### src/rtl/panel_spi_pkg.sv
package panel_spi_pkg;
  localparam int CMD_W   = 8;
  localparam int IDX_W   = 8;
  localparam int VAL_W   = 16;
  localparam int FRAME_W = CMD_W + VAL_W;
  localparam int MODE_W  = 4;

  localparam logic [CMD_W-1:0] SEL_LEAD = 8'h74;
  localparam logic [CMD_W-1:0] DAT_LEAD = 8'h76;
  localparam logic [IDX_W-1:0] PWR_REG  = 8'h11;
  localparam logic [IDX_W-1:0] OUT_REG  = 8'h01;
  localparam logic [VAL_W-1:0] OUT_BASE = 16'h00EF;
  localparam logic [VAL_W-1:0] PWR_WAKE = 16'h0000;
  localparam logic [VAL_W-1:0] PWR_DOWN = 16'h0001;

  typedef enum logic [2:0] {SH_IDLE, SH_LEAD, SH_LOW, SH_HIGH, SH_GAP} sh_state_e;
  typedef enum logic [1:0] {P_IDLE, P_SEL, P_DAT} pair_state_e;
  typedef enum logic [1:0] {C_IDLE, C_ON_A, C_WAIT} cmd_state_e;

  // Scan / colour-order word for the output-control register.
  function automatic logic [VAL_W-1:0] mode_word(input logic [MODE_W-1:0] m);
    logic [VAL_W-1:0] w;
    w = OUT_BASE;
    w[8]  = m[0];
    w[9]  = m[1];
    w[11] = m[2];
    w[13] = m[3];
    return w;
  endfunction
endpackage

### src/rtl/panel_spi_shifter.sv
module panel_spi_shifter
  import panel_spi_pkg::*;
#(
  parameter int CLK_DIV = 2
) (
  input  logic               clk,
  input  logic               rst_n,
  input  logic               start,
  input  logic [FRAME_W-1:0] frame,
  output logic               fin,
  output logic               cs_n,
  output logic               sck,
  output logic               mosi
);
  localparam int GAP_CYC = 2 * CLK_DIV;
  localparam int CNT_W   = $clog2(GAP_CYC + 1);
  localparam int BIT_W   = $clog2(FRAME_W);
  localparam logic [CNT_W-1:0] HALF_LAST = CNT_W'(CLK_DIV - 1);
  localparam logic [CNT_W-1:0] GAP_LAST  = CNT_W'(GAP_CYC - 1);
  localparam logic [BIT_W-1:0] BIT_LAST  = BIT_W'(FRAME_W - 1);

  sh_state_e          st;
  logic [CNT_W-1:0]   cnt;
  logic [BIT_W-1:0]   bitn;
  logic [FRAME_W-1:0] sh;
  logic               tick_end;

  always_comb tick_end = (st == SH_GAP) ? (cnt == GAP_LAST) : (cnt == HALF_LAST);

  always_ff @(posedge clk or negedge rst_n) begin
    if (!rst_n) begin
      st   <= SH_IDLE;
      cnt  <= '0;
      bitn <= '0;
      sh   <= '0;
      cs_n <= 1'b1;
      sck  <= 1'b1;
      mosi <= 1'b0;
      fin  <= 1'b0;
    end else begin
      fin <= 1'b0;
      if (st == SH_IDLE) begin
        if (start) begin
          sh   <= frame;
          mosi <= frame[FRAME_W-1];
          cs_n <= 1'b0;
          cnt  <= '0;
          st   <= SH_LEAD;
        end
      end else if (!tick_end) begin
        cnt <= cnt + 1'b1;
      end else begin
        cnt <= '0;
        case (st)
          SH_LEAD: begin
            sck  <= 1'b0;
            mosi <= sh[FRAME_W-1];
            bitn <= '0;
            st   <= SH_LOW;
          end
          SH_LOW: begin
            sck <= 1'b1;
            st  <= SH_HIGH;
          end
          SH_HIGH: begin
            if (bitn == BIT_LAST) begin
              cs_n <= 1'b1;
              st   <= SH_GAP;
            end else begin
              sck  <= 1'b0;
              sh   <= {sh[FRAME_W-2:0], 1'b0};
              mosi <= sh[FRAME_W-2];
              bitn <= bitn + 1'b1;
              st   <= SH_LOW;
            end
          end
          SH_GAP: begin
            fin <= 1'b1;
            st  <= SH_IDLE;
          end
          default: st <= SH_IDLE;
        endcase
      end
    end
  end
endmodule

### src/rtl/panel_frame_pair.sv
module panel_frame_pair
  import panel_spi_pkg::*;
(
  input  logic               clk,
  input  logic               rst_n,
  input  logic               start,
  input  logic [IDX_W-1:0]   index,
  input  logic [VAL_W-1:0]   value,
  input  logic               sh_fin,
  output logic               sh_start,
  output logic [FRAME_W-1:0] sh_frame,
  output logic               done
);
  pair_state_e      pst;
  logic [VAL_W-1:0] val_q;

  always_comb begin
    sh_start = ((pst == P_IDLE) && start) || ((pst == P_SEL) && sh_fin);
    if (pst == P_IDLE)
      sh_frame = {SEL_LEAD, (VAL_W-IDX_W)'(0), index};
    else
      sh_frame = {DAT_LEAD, val_q};
  end

  always_ff @(posedge clk or negedge rst_n) begin
    if (!rst_n) begin
      pst   <= P_IDLE;
      val_q <= '0;
      done  <= 1'b0;
    end else begin
      done <= 1'b0;
      case (pst)
        P_IDLE: if (start) begin
          val_q <= value;
          pst   <= P_SEL;
        end
        P_SEL: if (sh_fin) pst <= P_DAT;
        P_DAT: if (sh_fin) begin
          done <= 1'b1;
          pst  <= P_IDLE;
        end
        default: pst <= P_IDLE;
      endcase
    end
  end
endmodule

### src/rtl/panel_cmd_source.sv
module panel_cmd_source
  import panel_spi_pkg::*;
(
  input  logic              clk,
  input  logic              rst_n,
  input  logic              req_valid,
  input  logic [IDX_W-1:0]  req_index,
  input  logic [VAL_W-1:0]  req_value,
  input  logic              pwr_on,
  input  logic              pwr_off,
  input  logic [MODE_W-1:0] cfg_mode,
  input  logic              wr_done,
  output logic              req_ready,
  output logic              busy,
  output logic              wr_start,
  output logic [IDX_W-1:0]  wr_index,
  output logic [VAL_W-1:0]  wr_value
);
  cmd_state_e cst;

  always_comb begin
    req_ready = (cst == C_IDLE) && !pwr_on && !pwr_off;
    busy      = (cst != C_IDLE);
    wr_start  = 1'b0;
    wr_index  = req_index;
    wr_value  = req_value;
    case (cst)
      C_IDLE: begin
        if (pwr_on) begin
          wr_start = 1'b1;
          wr_index = PWR_REG;
          wr_value = PWR_WAKE;
        end else if (pwr_off) begin
          wr_start = 1'b1;
          wr_index = PWR_REG;
          wr_value = PWR_DOWN;
        end else begin
          wr_start = req_valid;
        end
      end
      C_ON_A: begin
        wr_start = wr_done;
        wr_index = OUT_REG;
        wr_value = mode_word(cfg_mode);
      end
      default: ;
    endcase
  end

  always_ff @(posedge clk or negedge rst_n) begin
    if (!rst_n) begin
      cst <= C_IDLE;
    end else begin
      case (cst)
        C_IDLE: begin
          if (pwr_on) cst <= C_ON_A;
          else if (pwr_off || req_valid) cst <= C_WAIT;
        end
        C_ON_A:  if (wr_done) cst <= C_WAIT;
        C_WAIT:  if (wr_done) cst <= C_IDLE;
        default: cst <= C_IDLE;
      endcase
    end
  end
endmodule

### src/rtl/panel_regwr_seq.sv
module panel_regwr_seq
  import panel_spi_pkg::*;
#(
  parameter int CLK_DIV = 2
) (
  input  logic              clk,
  input  logic              rst_n,
  input  logic              req_valid,
  output logic              req_ready,
  input  logic [IDX_W-1:0]  req_index,
  input  logic [VAL_W-1:0]  req_value,
  input  logic              pwr_on,
  input  logic              pwr_off,
  input  logic [MODE_W-1:0] cfg_mode,
  output logic              busy,
  output logic              done,
  output logic              spi_cs_n,
  output logic              spi_sck,
  output logic              spi_mosi
);
  logic               wr_start;
  logic [IDX_W-1:0]   wr_index;
  logic [VAL_W-1:0]   wr_value;
  logic               sh_start;
  logic [FRAME_W-1:0] sh_frame;
  logic               sh_fin;

  panel_cmd_source src_i (
    .clk      (clk),
    .rst_n    (rst_n),
    .req_valid(req_valid),
    .req_index(req_index),
    .req_value(req_value),
    .pwr_on   (pwr_on),
    .pwr_off  (pwr_off),
    .cfg_mode (cfg_mode),
    .wr_done  (done),
    .req_ready(req_ready),
    .busy     (busy),
    .wr_start (wr_start),
    .wr_index (wr_index),
    .wr_value (wr_value)
  );

  panel_frame_pair pair_i (
    .clk     (clk),
    .rst_n   (rst_n),
    .start   (wr_start),
    .index   (wr_index),
    .value   (wr_value),
    .sh_fin  (sh_fin),
    .sh_start(sh_start),
    .sh_frame(sh_frame),
    .done    (done)
  );

  panel_spi_shifter #(.CLK_DIV(CLK_DIV)) shf_i (
    .clk  (clk),
    .rst_n(rst_n),
    .start(sh_start),
    .frame(sh_frame),
    .fin  (sh_fin),
    .cs_n (spi_cs_n),
    .sck  (spi_sck),
    .mosi (spi_mosi)
  );
endmodule

### config.mk
export PLATFORM = sky130hd
export DESIGN_NAME = panel_regwr_seq
export DESIGN_NICKNAME = d
export VERILOG_FILES = /design/src/rtl/panel_spi_pkg.sv /design/src/rtl/panel_spi_shifter.sv /design/src/rtl/panel_frame_pair.sv /design/src/rtl/panel_cmd_source.sv /design/src/rtl/panel_regwr_seq.sv
export SDC_FILE = /design/constraint.sdc
export NUM_CORES = 1
export LEC_CHECK = 0
export BUFFER_PORTS_ARGS = -buffer_cell sky130_fd_sc_hd__buf_2
export CORE_MARGIN = 2
export CORE_UTILIZATION = 40
export DETAILED_ROUTE_END_ITERATION = 10
export PLACE_DENSITY_LB_ADDON = 0.08
export SETUP_SLACK_MARGIN = 0.3
export SYNTH_ARGS = -nofsm -noshare
export SYNTH_HDL_FRONTEND = slang
export SYNTH_SLANG_ARGS = --single-unit
### constraint.sdc
create_clock -name clk -period 2.2 [get_ports clk]
set_clock_uncertainty 0.1 [all_clocks]
set_input_delay 0.11 -clock clk [delete_from_list [all_inputs] [get_ports clk]]
set_output_delay 0.11 -clock clk [all_outputs]
set_load 0.05 [all_outputs]
==> metrics.md, run 1 <==
| Metric | Value |
|---|---|
| Status | `completed` |
| Syn Std Cell Area | `3080 um2` |
| Top sig layer | `met4` |
| Starting density of the core | `42.0%` |
| Ys async rst share | `100%` |
| Synth Warn # | `0` |
| CTS Buf Count | `9` |
| Distinct cell type count after synthesis | `55` |
| GRT Total Usage | `21.1%` |
| Avg Cell Area, Syn | `9.55 um2` |
| Kind of critical path | `flop to flop` |
| Clock buffer depth | `2` |
| CP Data Arrival Time | `2.05 ns` |
| Final worst slack | `0.338 ns` |
| Worst Tran Pin Value | `0.467 ns` |
| Sequential share of the synthesized area | `48.9%` |
| Synth Area in Simple Gates | `21.7%` |
| Largest net degree at the start of global routing | `36` |
| Clock-pin slew on the worst setup and hold paths | `0.07 ns` |
| Final instance area | `4080 um2` |
| Normalized max-slew margin | `68.9%` |
| Worst path required time | `2.39 ns` |
| Final Wtd Congestion | `0.775` |
| Max capacitance violation total | `0` |
| DR WL met3 | `185 um` |
| Via count | `2711` |
| Post-synthesis adder-cell area fraction | `0.814%` |
| DP HPWL | `5390 um` |
| Multiplexer share of the synthesized area | `2.93%` |
| Worst hold margin | `0.0353 ns` |
| Core area | `7330 um2` |
| First-pass GRT wire length | `14000 um` |
| Die height | `91.7 um` |
| Largest family of logic cells by synthesized area | `simple AND/OR/NAND/NOR gates` |
| Multi-input gate area | `1530 um2` |
| Fin nets | `439` |
| Compound-gate portion of the synthesized area | `21.7%` |
| DR DRC count | `0` |
| Fin Setup TNS | `0 ns` |
| Max FO, Critical Path | `20` |
| Max Slew Vio Count | `0` |
| Detailed Route Iter0 Violations | `131` |
| CTS tree | `built` |
| Number of synthesized register bits | `60` |
| Worst setup EP type | `flop` |
| Vias in the first global route | `2805` |
| Pwr/cell area | `731 nW/um2` |
| Post-Syn Nets | `357` |
| DR vias/cell | `5.34` |
| Drt pass-1 iters | `5` |
| XOR/XNOR share of the synthesized area | `0%` |
| Die width | `91.7 um` |
| Share of cells above drive strength 1 | `29.6%` |
| Post-place setup slack | `0.214 ns` |
| Worst Hold Class | `input port to async pin` |
| Reg area | `1510 um2` |
| Total grt overflow | `0` |
| Cells after Synth | `322` |
| Clk Latency, worst-skew pair | `0.34 ns` |
| Post-route ant nets | `0` |
| Crit share post-route | `84.7%` |
| Root buffer cell | `clkbuf_8` |
| Max Clk Rate | `537 MHz` |
| Final Hold Viols | `0` |
| P&R area growth vs syn | `32.5%` |
| Initial antenna violation count | `0` |
| Routed wire length | `8130 um` |
| Synth Flop Type | `dfrtp_1` |
| DR WL/cell | `16.0 um` |
| Number of flops mapped to enable cells by yosys | `0` |
| Max IR drop VDD | `0.000393 V` |
| RSZ-0062 raised after global routing | `true` |
| Port bufs | `38` |
| Htree depth | `3` |
| Diodes inserted | `0` |
| Clock tree sinks | `60` |
| DIE AREA | `8410 um2` |
| Layout fillers | `644` |
| WL met1 | `3770 um` |
| Placed Area | `3520 um2` |
| Ports | `39` |
| Row count | `31` |
| Met2 wire length | `4050 um` |
| Tmin final | `1.86 ns` |
| Startpoint Class | `flop` |
| Setup Viol. Count Final | `0` |
| Lkg Pwr | `0.00178 uW` |
[state kept, by name, indices dropped and copies added, names as in the netlist]
signal        cells
shf_i.cnt         3
src_i.cst         2
shf_i.sh         24
shf_i.fin         1
pair_i.val_q     16
pair_i.pst        2
shf_i.bitn        5
shf_i.cs_n        1
shf_i.mosi        1
shf_i.st          3
shf_i.sck         1
pair_i.done       1
[worst max-delay path, cell delays in order (launching register included)]
cell and delay (ns):
dfrtp_1 0.38, or2_4 0.26, buf_4 0.21, or4_4 0.56
a31oi_4 0.18, o21a_1 0.12
[worst paths after layout]
kind	start	endpoint	slack (ns)	depth (start not counted)
max	pair_i.pst[0]	shf_i.cs_n	0.34	5
min	rst_n	pair_i.pst[1]	0.04	2
max reg2reg	pair_i.pst[0]	shf_i.cs_n	0.34	5
min reg2reg	pair_i.val_q[4]	pair_i.val_q[4]	0.37	2
max in group asynchronous	rst_n	shf_i.cs_n	1.24	3
min in group clk	pwr_on	src_i.cst[0]	0.04	3
[power by group]
| part | switching [uW] | internal (uW) |
|---|---|---|
| registers | 31.6 | 1150 |
| clock network | 471 | 755 |
| logic | 361 | 212 |
| total | 864 | 2120 |
[synth_stat cells (4+ instances only)]
cell | n | share of area (%)
nand2_1 | 38 | 4.6
dfrtp_1 | 58 | 47
o22ai_1 | 4 | 0.81
mux2_1 | 7 | 2.6
nand3_1 | 25 | 4.1
o21ai_0 | 16 | 2.6
a21oi_1 | 30 | 4.9
o211ai_1 | 6 | 1.5
nor3_1 | 9 | 1.5
nor2_1 | 24 | 2.9
o22a_1 | 13 | 3.7
a31oi_1 | 8 | 1.6
a22o_1 | 8 | 2.3
clkbuf_1 | 16 | 2.0
nand2b_1 | 6 | 1.2
[final cells by class]
type | instances | share of cell area, %
tap | 99 | 3.04
multi-input combinational | 237 | 37.6
sequential | 60 | 37.0
clock inverter | 6 | 2.73
timing repair buffer | 92 | 16.1
inverter | 4 | 0.368
clock buffer | 10 | 3.13
[per-layer routing]
layer | GRT usage [%] | vias up
met3 | 2.79 | 10
met2 | 36.2 | 46
li1 | - | 1344
met5 | 0 | -
met1 | 27.4 | 1311
met4 | 7.58 | 0
[timing repair]
item                                    CTS  global route
hold buffers                             20             0
cloned                                    1             0
gates resized for setup                   5            13
pin swaps                                 3             2
endpoints found under the setup margin   28            35
setup buffers                             4             3
hold endpoints to repair                 73             0
[cells by family (layout without fill, tap and decap cells)]
kind of cell / count (synthesis) / count (layout)
compound gates: 99 / 99
mux: 8 / 8
fa+ha+maj: 2 / 2
buf+inv: 26 / 112
flops: 60 / 60
simple gates: 127 / 128
[layout by cell type (no fill, tap or decap), drive strengths merged, types with 6 or more instances in the layout]
cell type and instances:
a21oi 30, a22o 8, a31oi 9, buf 72, clkbuf 10, dfrtp 58
dlygate4sd3 20, mux2 8, nand2 38, nand2b 6, nand3 26, nor2 24
nor3 10, o211ai 6, o21ai 17, o22a 13
[per-stage QoR]
step	total power [uW]	cells	util, %
after floorplan	1530	322	-
after global placement	1730	464	48.0
after detailed placement	1730	464	48.0
after CTS	3000	505	54.8
after global routing	3120	508	55.6
final	2980	508	55.6
No activity file was read; power rests on OpenSTA's default activity.
==> inputs of run 2 (changes only) <==
ABC_AREA = 1   (was unset)
clock period = 1.6 ns   (was 2.2 ns; I/O delays follow)
==> run 2 against run 1 <==
  * The run now ends with setup timing left
  * Worst setup slack lost 0.40 ns
  * Critical path depth grew 6
  * Critical endpoint is now shf_i.sh[15]
  * Die area shrank 1.5%
  * Combinational power grew 88%
  * Synthesized cell count grew 16%
==> metrics.md, run 2 <==
| Metric | Value |
|---|---|
| DR DRC count | `0 (unchanged)` |
| CTS tree | `built` |
| Synth area leaders | `dfrtp_1, nand2_1, nand3_1` |
| Lkg Pwr | `0.00234 uW (+31%)` |
| Htree depth | `3 (unchanged)` |
| Max reg flops | `24 (unchanged)` |
| Total grt overflow | `0 (unchanged)` |
| Cells after Synth | `374 (+16%)` |
| Sequential share of the synthesized area | `49.7% (+0.79 points)` |
| Most common cell after layout, fill and taps aside | `nand2_1` |
| Number of flops mapped to enable cells by yosys | `0 (unchanged)` |
| Avg Cell Area, Syn | `8.09 um2 (-15%)` |
| Root buffer cell | `clkbuf_8` |
| Final Wtd Congestion | `0.783 (+1.1%)` |
| DP HPWL | `5200 um (-3.4%)` |
| DR vias/cell | `4.89 (-8.4%)` |
| Initial antenna violation count | `0 (unchanged)` |
| Die width | `91.0 um (-0.76%)` |
| Yosys top cell area share | `48.0% (+0.76 points)` |
| Starting density of the core | `41.5% (-0.45 points)` |
| Top reg by flops | `shf_i.sh` |
| Failing checks | `setup timing` |
| RSZ-0062 raised after global routing | `true` |
| Largest net degree at the start of global routing | `24 (-33%)` |
| Post-Syn Nets | `409 (+15%)` |
| Crit share post-route | `104% (+19 points)` |
| Slowest CP cell | `dfrtp_1` |
| Drt pass-1 iters | `4 (-1)` |
| Final worst slack | `-0.0624 ns (-0.400 ns)` |
| DR WL/cell | `14.7 um (-8.0%)` |
| Max capacitance violation total | `0 (unchanged)` |
| First-pass GRT wire length | `14100 um (+0.30%)` |
| Clock tree sinks | `60 (unchanged)` |
| Layout fillers | `618 (-4.0%)` |
| Status | `finished, violations left` |
| Max Slew Vio Count | `0 (unchanged)` |
| Synth top cells by count | `nand2_1, dfrtp_1, nand3_1` |
| Distinct cell type count after synthesis | `30 (-45%)` |
| Max IR drop VDD | `0.000538 V (+37%)` |
| Most frequent cell after synthesis | `nand2_1` |
| Ports | `39 (unchanged)` |
| Post-route ant nets | `0 (unchanged)` |
| Clk Latency, worst-skew pair | `0.34 ns (about the same)` |
| Most frequent cells in the layout | `nand2_1, dfrtp_1, nand2_2, buf_4, nand3_1` |
| Share of cells above drive strength 1 | `46.0% (+16 points)` |
| Via count | `2959 (+9.1%)` |
| Met3 Usage GRT | `5.39% (+2.6 points)` |
| CTS Buf Count | `9 (unchanged)` |
| P&R area growth vs syn | `61.8%` |
| Normalized max-slew margin | `60.2% (-8.7 points)` |
| Crit path buf inv count | `4 (+3)` |
| Regs by FF count | `shf_i.sh: 24 flops, pair_i.val_q: 16 flops, shf_i.bitn: 5 flops` |
| Diodes inserted | `0 (unchanged)` |
| Max incr delay on CP | `0.39 ns (-0.17 ns)` |
| Max FO, Critical Path | `6 (-70%)` |
| Pwr/cell area | `826 nW/um2 (+13%)` |
| Top Usage Layer GRT | `met2` |
| Syn Std Cell Area | `3030 um2 (-1.6%)` |
| Fin Setup TNS | `-1.21 ns (-1.21 ns)` |
| Synth Flop Type | `dfrtp_1` |
| Routed wire length | `8920 um (+9.6%)` |
| Ys async rst share | `100% (unchanged)` |
| Setup Viol. Count Final | `27 (+27)` |
| Worst Hold Class | `input port to flop` |
| Row count | `31 (unchanged)` |
| Crit-path leading delay family | `flip-flops` |
| M2 GR Usage | `35.6% (-0.60 points)` |
| Vias in the first global route | `2942 (+4.9%)` |
| Tot Pwr | `4050 uW (+36%)` |
| Worst path required time | `1.73 ns (-0.66 ns)` |
| Number of synthesized register bits | `60 (unchanged)` |
| Worst Tran Pin Value | `0.597 ns (+0.130 ns)` |
| Kind of critical path | `flop to flop` |
| Detailed Route Iter0 Violations | `160 (+22%)` |
| Tmin final | `1.66 ns (-0.200 ns)` |
| Final Hold Viols | `0 (unchanged)` |
| Port bufs | `38 (unchanged)` |
| Clock buffer depth | `2 (unchanged)` |
| Core area | `7290 um2 (-0.53%)` |
| Clock-pin slew on the worst setup and hold paths | `0.07 ns (about the same)` |
| Startpoint Class | `flop` |
| CP Data Arrival Time | `1.79 ns (-0.26 ns)` |
| Die height | `91.0 um (-0.76%)` |
| Worst setup EP type | `flop` |
| Routing usage on met1 | `28.0% (+0.58 points)` |
| Max Clk Rate | `602 MHz (+12%)` |
| Final Util | `67.2% (+12 points)` |
| Worst hold margin | `0.0244 ns (-0.0110 ns)` |
| Largest area contributor in the netlist | `dfrtp_1` |
| Synth Warn # | `0 (unchanged)` |
| GRT Total Usage | `21.5% (+0.42 points)` |
| Worst path cell trace | `ha_2, nand2_2, inv_2, nand3_4, inv_2, o21ai_4, buf_6, buf_8, nand2_8, nand2_2, nand2_1` |
| Fin nets | `536 (+22%)` |
| DIE AREA | `8280 um2 (-1.5%)` |
==> run 2: changes by cell type in the layout (fill, tap and decap cells not counted), sizes merged, moves of 13 or more <==
cell / delta
nand3: +21
nand2: +89
buf: +29
o21ai: +15
a21oi: -28
o22a: -13
inv: +35
==> run 2: cell families (layout without fill, tap and decap cells) <==
family	after synthesis	count (layout)	share of synthesized area [%]
XOR/XNOR	3	3	0.868
AO/OA/AOI/OAI	57	57	11.7
adder cells (fa/ha/maj)	2	2	0.827
flip-flops	60	60	49.7
buffers and inverters	53	181	8.27
AND/OR/NAND/NOR	199	203	28.7
==> run 2: area by class of cell <==
class | count | area, um2 | area share, %
repair inverters | 2 | 13.8 | 0.281
clock inverters | 4 | 47.5 | 0.971
repair buffers | 123 | 1120 | 22.8
inverters | 40 | 180 | 3.68
well taps | 99 | 124 | 2.53
multi-input cells | 265 | 1750 | 35.8
clock buffers | 12 | 155 | 3.17
flip-flops and latches | 60 | 1510 | 30.7
==> run 2: worst paths after layout <==
kind                           endpoint  cells after the start  slack [ns]     startpoint
setup / recovery           shf_i.sh[15]                     11       -0.06  shf_i.bitn[0]
hold / removal              shf_i.sh[1]                      5        0.02   req_index[1]
setup reg to reg           shf_i.sh[15]                     11       -0.06  shf_i.bitn[0]
hold reg to reg               shf_i.sck                      2        0.37      shf_i.sck
max in group asynchronous    shf_i.cs_n                      3        0.63          rst_n
min in group asynchronous   shf_i.sh[3]                      2        0.18          rst_n
==> run 2: what timing repair did <==
item,CTS,global route
hold buffers,22,0
pin swaps,15,20
cloned,6,2
setup endpoints to repair,60,60
hold endpoints to repair,34,0
buffers inserted,11,14
gates resized for setup,73,84
==> run 2: worst min-delay path: stages <==
cell,delay (ns)
buf_2,0.08
nand3_1,0.06
o211ai_1,0.08
nand3_1,0.08
nand2_1,0.05
==> run 2: power by group <==
group | switching, uW | internal [uW]
clock | 593 | 799
combinational | 615 | 468
sequential | 27.2 | 1540
==> run 2: metrics by stage <==
stage | setup WS (ns) | instance area [um2] | instances
final | -0.0624 | 4900 | 605
after global placement | -0.0192 | 3590 | 534
after floorplan | 0.0202 | 3100 | 374
after detailed placement | -0.0399 | 3590 | 534
after global routing | -0.159 | 4900 | 605
after CTS | -0.0454 | 4480 | 589
==> run 2: routing by layer <==
layer	wire (um)	up-vias
met5	0	-
met4	198	0
met3	275	14
met2	4540	51
met1	3900	1405
li1	-	1489
==> inputs of run 3 (changes only) <==
PLACE_DENSITY_LB_ADDON = 0.12   (was 0.08)
SYNTH_HIERARCHICAL = 1   (was unset)
==> run 3 against run 2 <==
  * Via count increased by 13%
  * Core utilization fell by 11 points
  * The flow finishes with violations (hold timing, setup timing)
  * Die area grew 17%
  * Highest routed layer unchanged
  * Clock power barely moved
==> metrics.md, run 3 <==
| Metric | Value |
|---|---|
| Status | `finished, violations left` |
| Failing checks | `hold timing, setup timing` |
| Routed wire length | `8810 um (-1.2%)` |
| Detailed Route Iter0 Violations | `122 (-24%)` |
| Startpoint Class | `flop` |
| Htree depth | `3 (unchanged)` |
| Pint | `2970 uW (+5.5%)` |
| Max reg flops | `24 (unchanged)` |
| Number of flops mapped to enable cells by yosys | `0 (unchanged)` |
| Hold wc startpoint | `req_valid` |
| P&R area growth vs syn | `36.5%` |
| Total grt overflow | `0 (unchanged)` |
| First-pass GRT wire length | `15500 um (+10%)` |
| DIE AREA | `9690 um2 (+17%)` |
| Crit share post-route | `111% (+6.6 points)` |
| Synth Warn # | `6 (+6)` |
| Worst Hold Class | `input port to flop` |
| Syn Std Cell Area | `3570 um2 (+18%)` |
| CTS tree | `built` |
| Kind of critical path | `flop to flop` |
| Root buffer cell | `clkbuf_8` |
| Cells after Synth | `501 (+34%)` |
| Vias in the first global route | `3305 (+12%)` |
| Switching share of power | `31.5% (+0.98 points)` |
| Worst hold margin | `-0.00855 ns (-0.0329 ns)` |
| Max capacitance violation total | `0 (unchanged)` |
| Pwr/cell area | `889 nW/um2 (+7.6%)` |
| Clock-pin slew on the worst setup and hold paths | `0.07 ns (about the same)` |
| Drt pass-1 iters | `5 (+1)` |
| Most frequent cell after synthesis | `nand2_1` |
| Sequential Power Share | `36.8% (-2.0 points)` |
| RSZ-0062 raised after global routing | `true` |
| Worst r2r src | `src_i/cst[0]` |
| Ys async rst share | `100% (unchanged)` |
| Avg Cell Area, Syn | `7.12 um2 (-12%)` |
| Regs by FF count | `shf_i/sh: 24 flops, pair_i/val_q: 16 flops, shf_i/bitn: 5 flops` |
| Layout fillers | `852 (+38%)` |
| Worst reg2reg setup slack | `-0.17 ns (-0.11 ns)` |
| Placed Area | `4030 um2 (+12%)` |
| Max Slew Vio Count | `0 (unchanged)` |
| Most common cell after layout, fill and taps aside | `nand2_1` |
| CTS Buf Count | `9 (unchanged)` |
| Lkg Pwr | `0.00263 uW (+12%)` |
| Clk Latency, worst-skew pair | `0.34 ns (about the same)` |
| Largest net degree at the start of global routing | `61 (+150%)` |
| Final worst slack | `-0.168 ns (-0.106 ns)` |
| Sequential share of the synthesized area | `42.1% (-7.5 points)` |
| Synth Flop Type | `dfrtp_1` |
| Worst path required time | `1.72 ns (about the same)` |
| Largest area contributor in the netlist | `dfrtp_1` |
| Max IR drop VDD | `0.00113 V (+110%)` |
| Final Hold Viols | `1 (+1)` |
| Clock tree sinks | `60 (unchanged)` |
| Ports | `39 (unchanged)` |
| Reg2reg end | `shf_i/sh[21]` |
| Top reg by flops | `shf_i/sh` |
| DP HPWL | `5300 um (+2.0%)` |
| Clock buffer depth | `2 (unchanged)` |
| Via count | `3342 (+13%)` |
| DR WL/cell | `12.3 um (-16%)` |
| Comb pwr share | `30.7% (+3.9 points)` |
| Distinct cell type count after synthesis | `32 (+6.7%)` |
| Net Switching | `1360 uW (+10%)` |
| Synth area leaders | `dfrtp_1, nand2_1, nand3_1` |
| Fin nets | `636 (+19%)` |
| Row count | `34 (+9.7%)` |
| DR vias/cell | `4.68 (-4.3%)` |
| Max Clk Rate | `566 MHz (-6.0%)` |
| Post-route ant nets | `0 (unchanged)` |
| Diodes inserted | `0 (unchanged)` |
| Most frequent cells in the layout | `nand2_1, dfrtp_1, nand3_1, buf_4, buf_2` |
| Clk network pwr share | `32.5% (-1.9 points)` |
| DR DRC count | `0 (unchanged)` |
| Max FO, Critical Path | `6 (unchanged)` |
| Setup Viol. Count Final | `33 (+22%)` |
| Starting density of the core | `41.1% (-0.39 points)` |
| GRT Total Usage | `19.1% (-2.4 points)` |
| Hold path cells | `5 (unchanged)` |
| Die height | `98.5 um (+8.2%)` |
| Final instance area | `4870 um2 (-0.51%)` |
| Die width | `98.5 um (+8.2%)` |
| Core area | `8680 um2 (+19%)` |
| Number of synthesized register bits | `60 (unchanged)` |
| Worst Hold End | `src_i/cst[1]` |
| Share of cells above drive strength 1 | `31.8% (-14 points)` |
| Worst setup EP type | `flop` |
| R2r worst-path depth | `12 (+1)` |
| Port bufs | `38 (unchanged)` |
| Tmin final | `1.77 ns (+0.106 ns)` |
| Yosys top cell area share | `40.7% (-7.3 points)` |
| CP Data Arrival Time | `1.89 ns (+0.10 ns)` |
| Synth top cells by count | `nand2_1, nand3_1, dfrtp_1` |
| Final Wtd Congestion | `0.752 (-4.0%)` |
| Initial antenna violation count | `0 (unchanged)` |
[run 3: cell types whose count changed after synthesis, moves of 4 or more]
| cell | before | now |
|---|---|---|
| nand2_1 | 115 | 238 |
| nand3_1 | 46 | 63 |
| nor2_2 | 0 | 10 |
| nand2_2 | 7 | 2 |
| or2_2 | 5 | 0 |
| buf_4 | 4 | 15 |
| a22oi_1 | 10 | 0 |
| nor2_1 | 19 | 23 |
| o21ai_0 | 29 | 8 |
| o211ai_1 | 8 | 1 |
[run 3: metal layers]
metal  GRT usage, %  part of all wire [%]  vias to the layer above
li1               -                     -                     1744
met1           25.5                    47                     1529
met2           32.3                    49                       62
met3           3.26                   3.3                        7
met4           5.58                  0.98                        0
met5              0                     0                        -
[run 3: cell families after synthesis]
family / Yosys count / synth area share (%)
AO/OA/AOI/OAI: 16 / 2.91
XOR/XNOR: 2 / 0.491
adder cells (fa/ha/maj): 2 / 0.701
buffers and inverters: 66 / 10.3
flip-flops: 60 / 42.1
other: 2 / 0.210
AND/OR/NAND/NOR: 353 / 43.3
[run 3: how the worst max path moves through the flow]
stage	from	to	slack [ns]
after floorplan	src_i/cst[1]	shf_i/sh[22]	-0.32
after global placement	src_i/cst[1]	shf_i/sh[9]	-0.23
after detailed placement	src_i/cst[1]	shf_i/sh[21]	-0.28
after CTS	src_i/cst[0]	shf_i/st[0]	-0.15
after global routing	src_i/cst[0]	shf_i/sh[5]	-0.31
final	src_i/cst[0]	shf_i/sh[21]	-0.17
[run 3: metrics by stage]
stage / TNS, ns / cells / util, % / setup slack (ns) / total power (uW)
global route: -9.66 / 714 / 56.1 / -0.310 / 4590
floorplan: -8.98 / 506 / - / -0.320 / 2350
global placement: -5.53 / 660 / 46.5 / -0.233 / 2670
CTS: -4.03 / 708 / 54.2 / -0.150 / 4290
finish: -3.97 / 714 / 56.1 / -0.168 / 4330
detailed placement: -6.67 / 660 / 46.5 / -0.278 / 2680
[run 3: timing repair]
action / 4_1_cts / 5_1_grt
resized for setup: 42 / 40
buffers inserted: 9 / 6
setup endpoints to repair: 60 / 59
pin swaps: 13 / 21
hold endpoints to repair: 76 / 0
hold buffers: 18 / 0
cloned: 5 / 0
[run 3: final cells by class]
cell class,count,area [um2],area share [%]
multi-input combinational,383,1990,40.9
clock buffer,12,155,3.18
clock inverter,4,47.5,0.976
tap,108,135,2.77
sequential,60,1510,30.9
inverter,38,153,3.13
timing repair buffer,109,880,18.1
[run 3: critical path, cell delays in order, from the launching register on]
cell      delay [ns]
dfrtp_1         0.41
inv_2           0.10
buf_12          0.11
nand2_8         0.04
o211ai_1        0.15
buf_4           0.15
nand2_4         0.05
nand2_4         0.08
inv_4           0.05
nand2_8         0.09
nand3_4         0.15
nand2_1         0.11
nand2_1         0.06
[run 3: power groups by stage]
| stage | sequential [uW] | clock [uW] | combinational (uW) |
|---|---|---|---|
| detailed placement | 1620 | 0 | 1070 |
| finish | 1590 | 1410 | 1330 |
| global placement | 1610 | 0 | 1060 |
| global route | 1600 | 1510 | 1470 |
| floorplan | 1610 | 0 | 735 |
| CTS | 1590 | 1450 | 1260 |
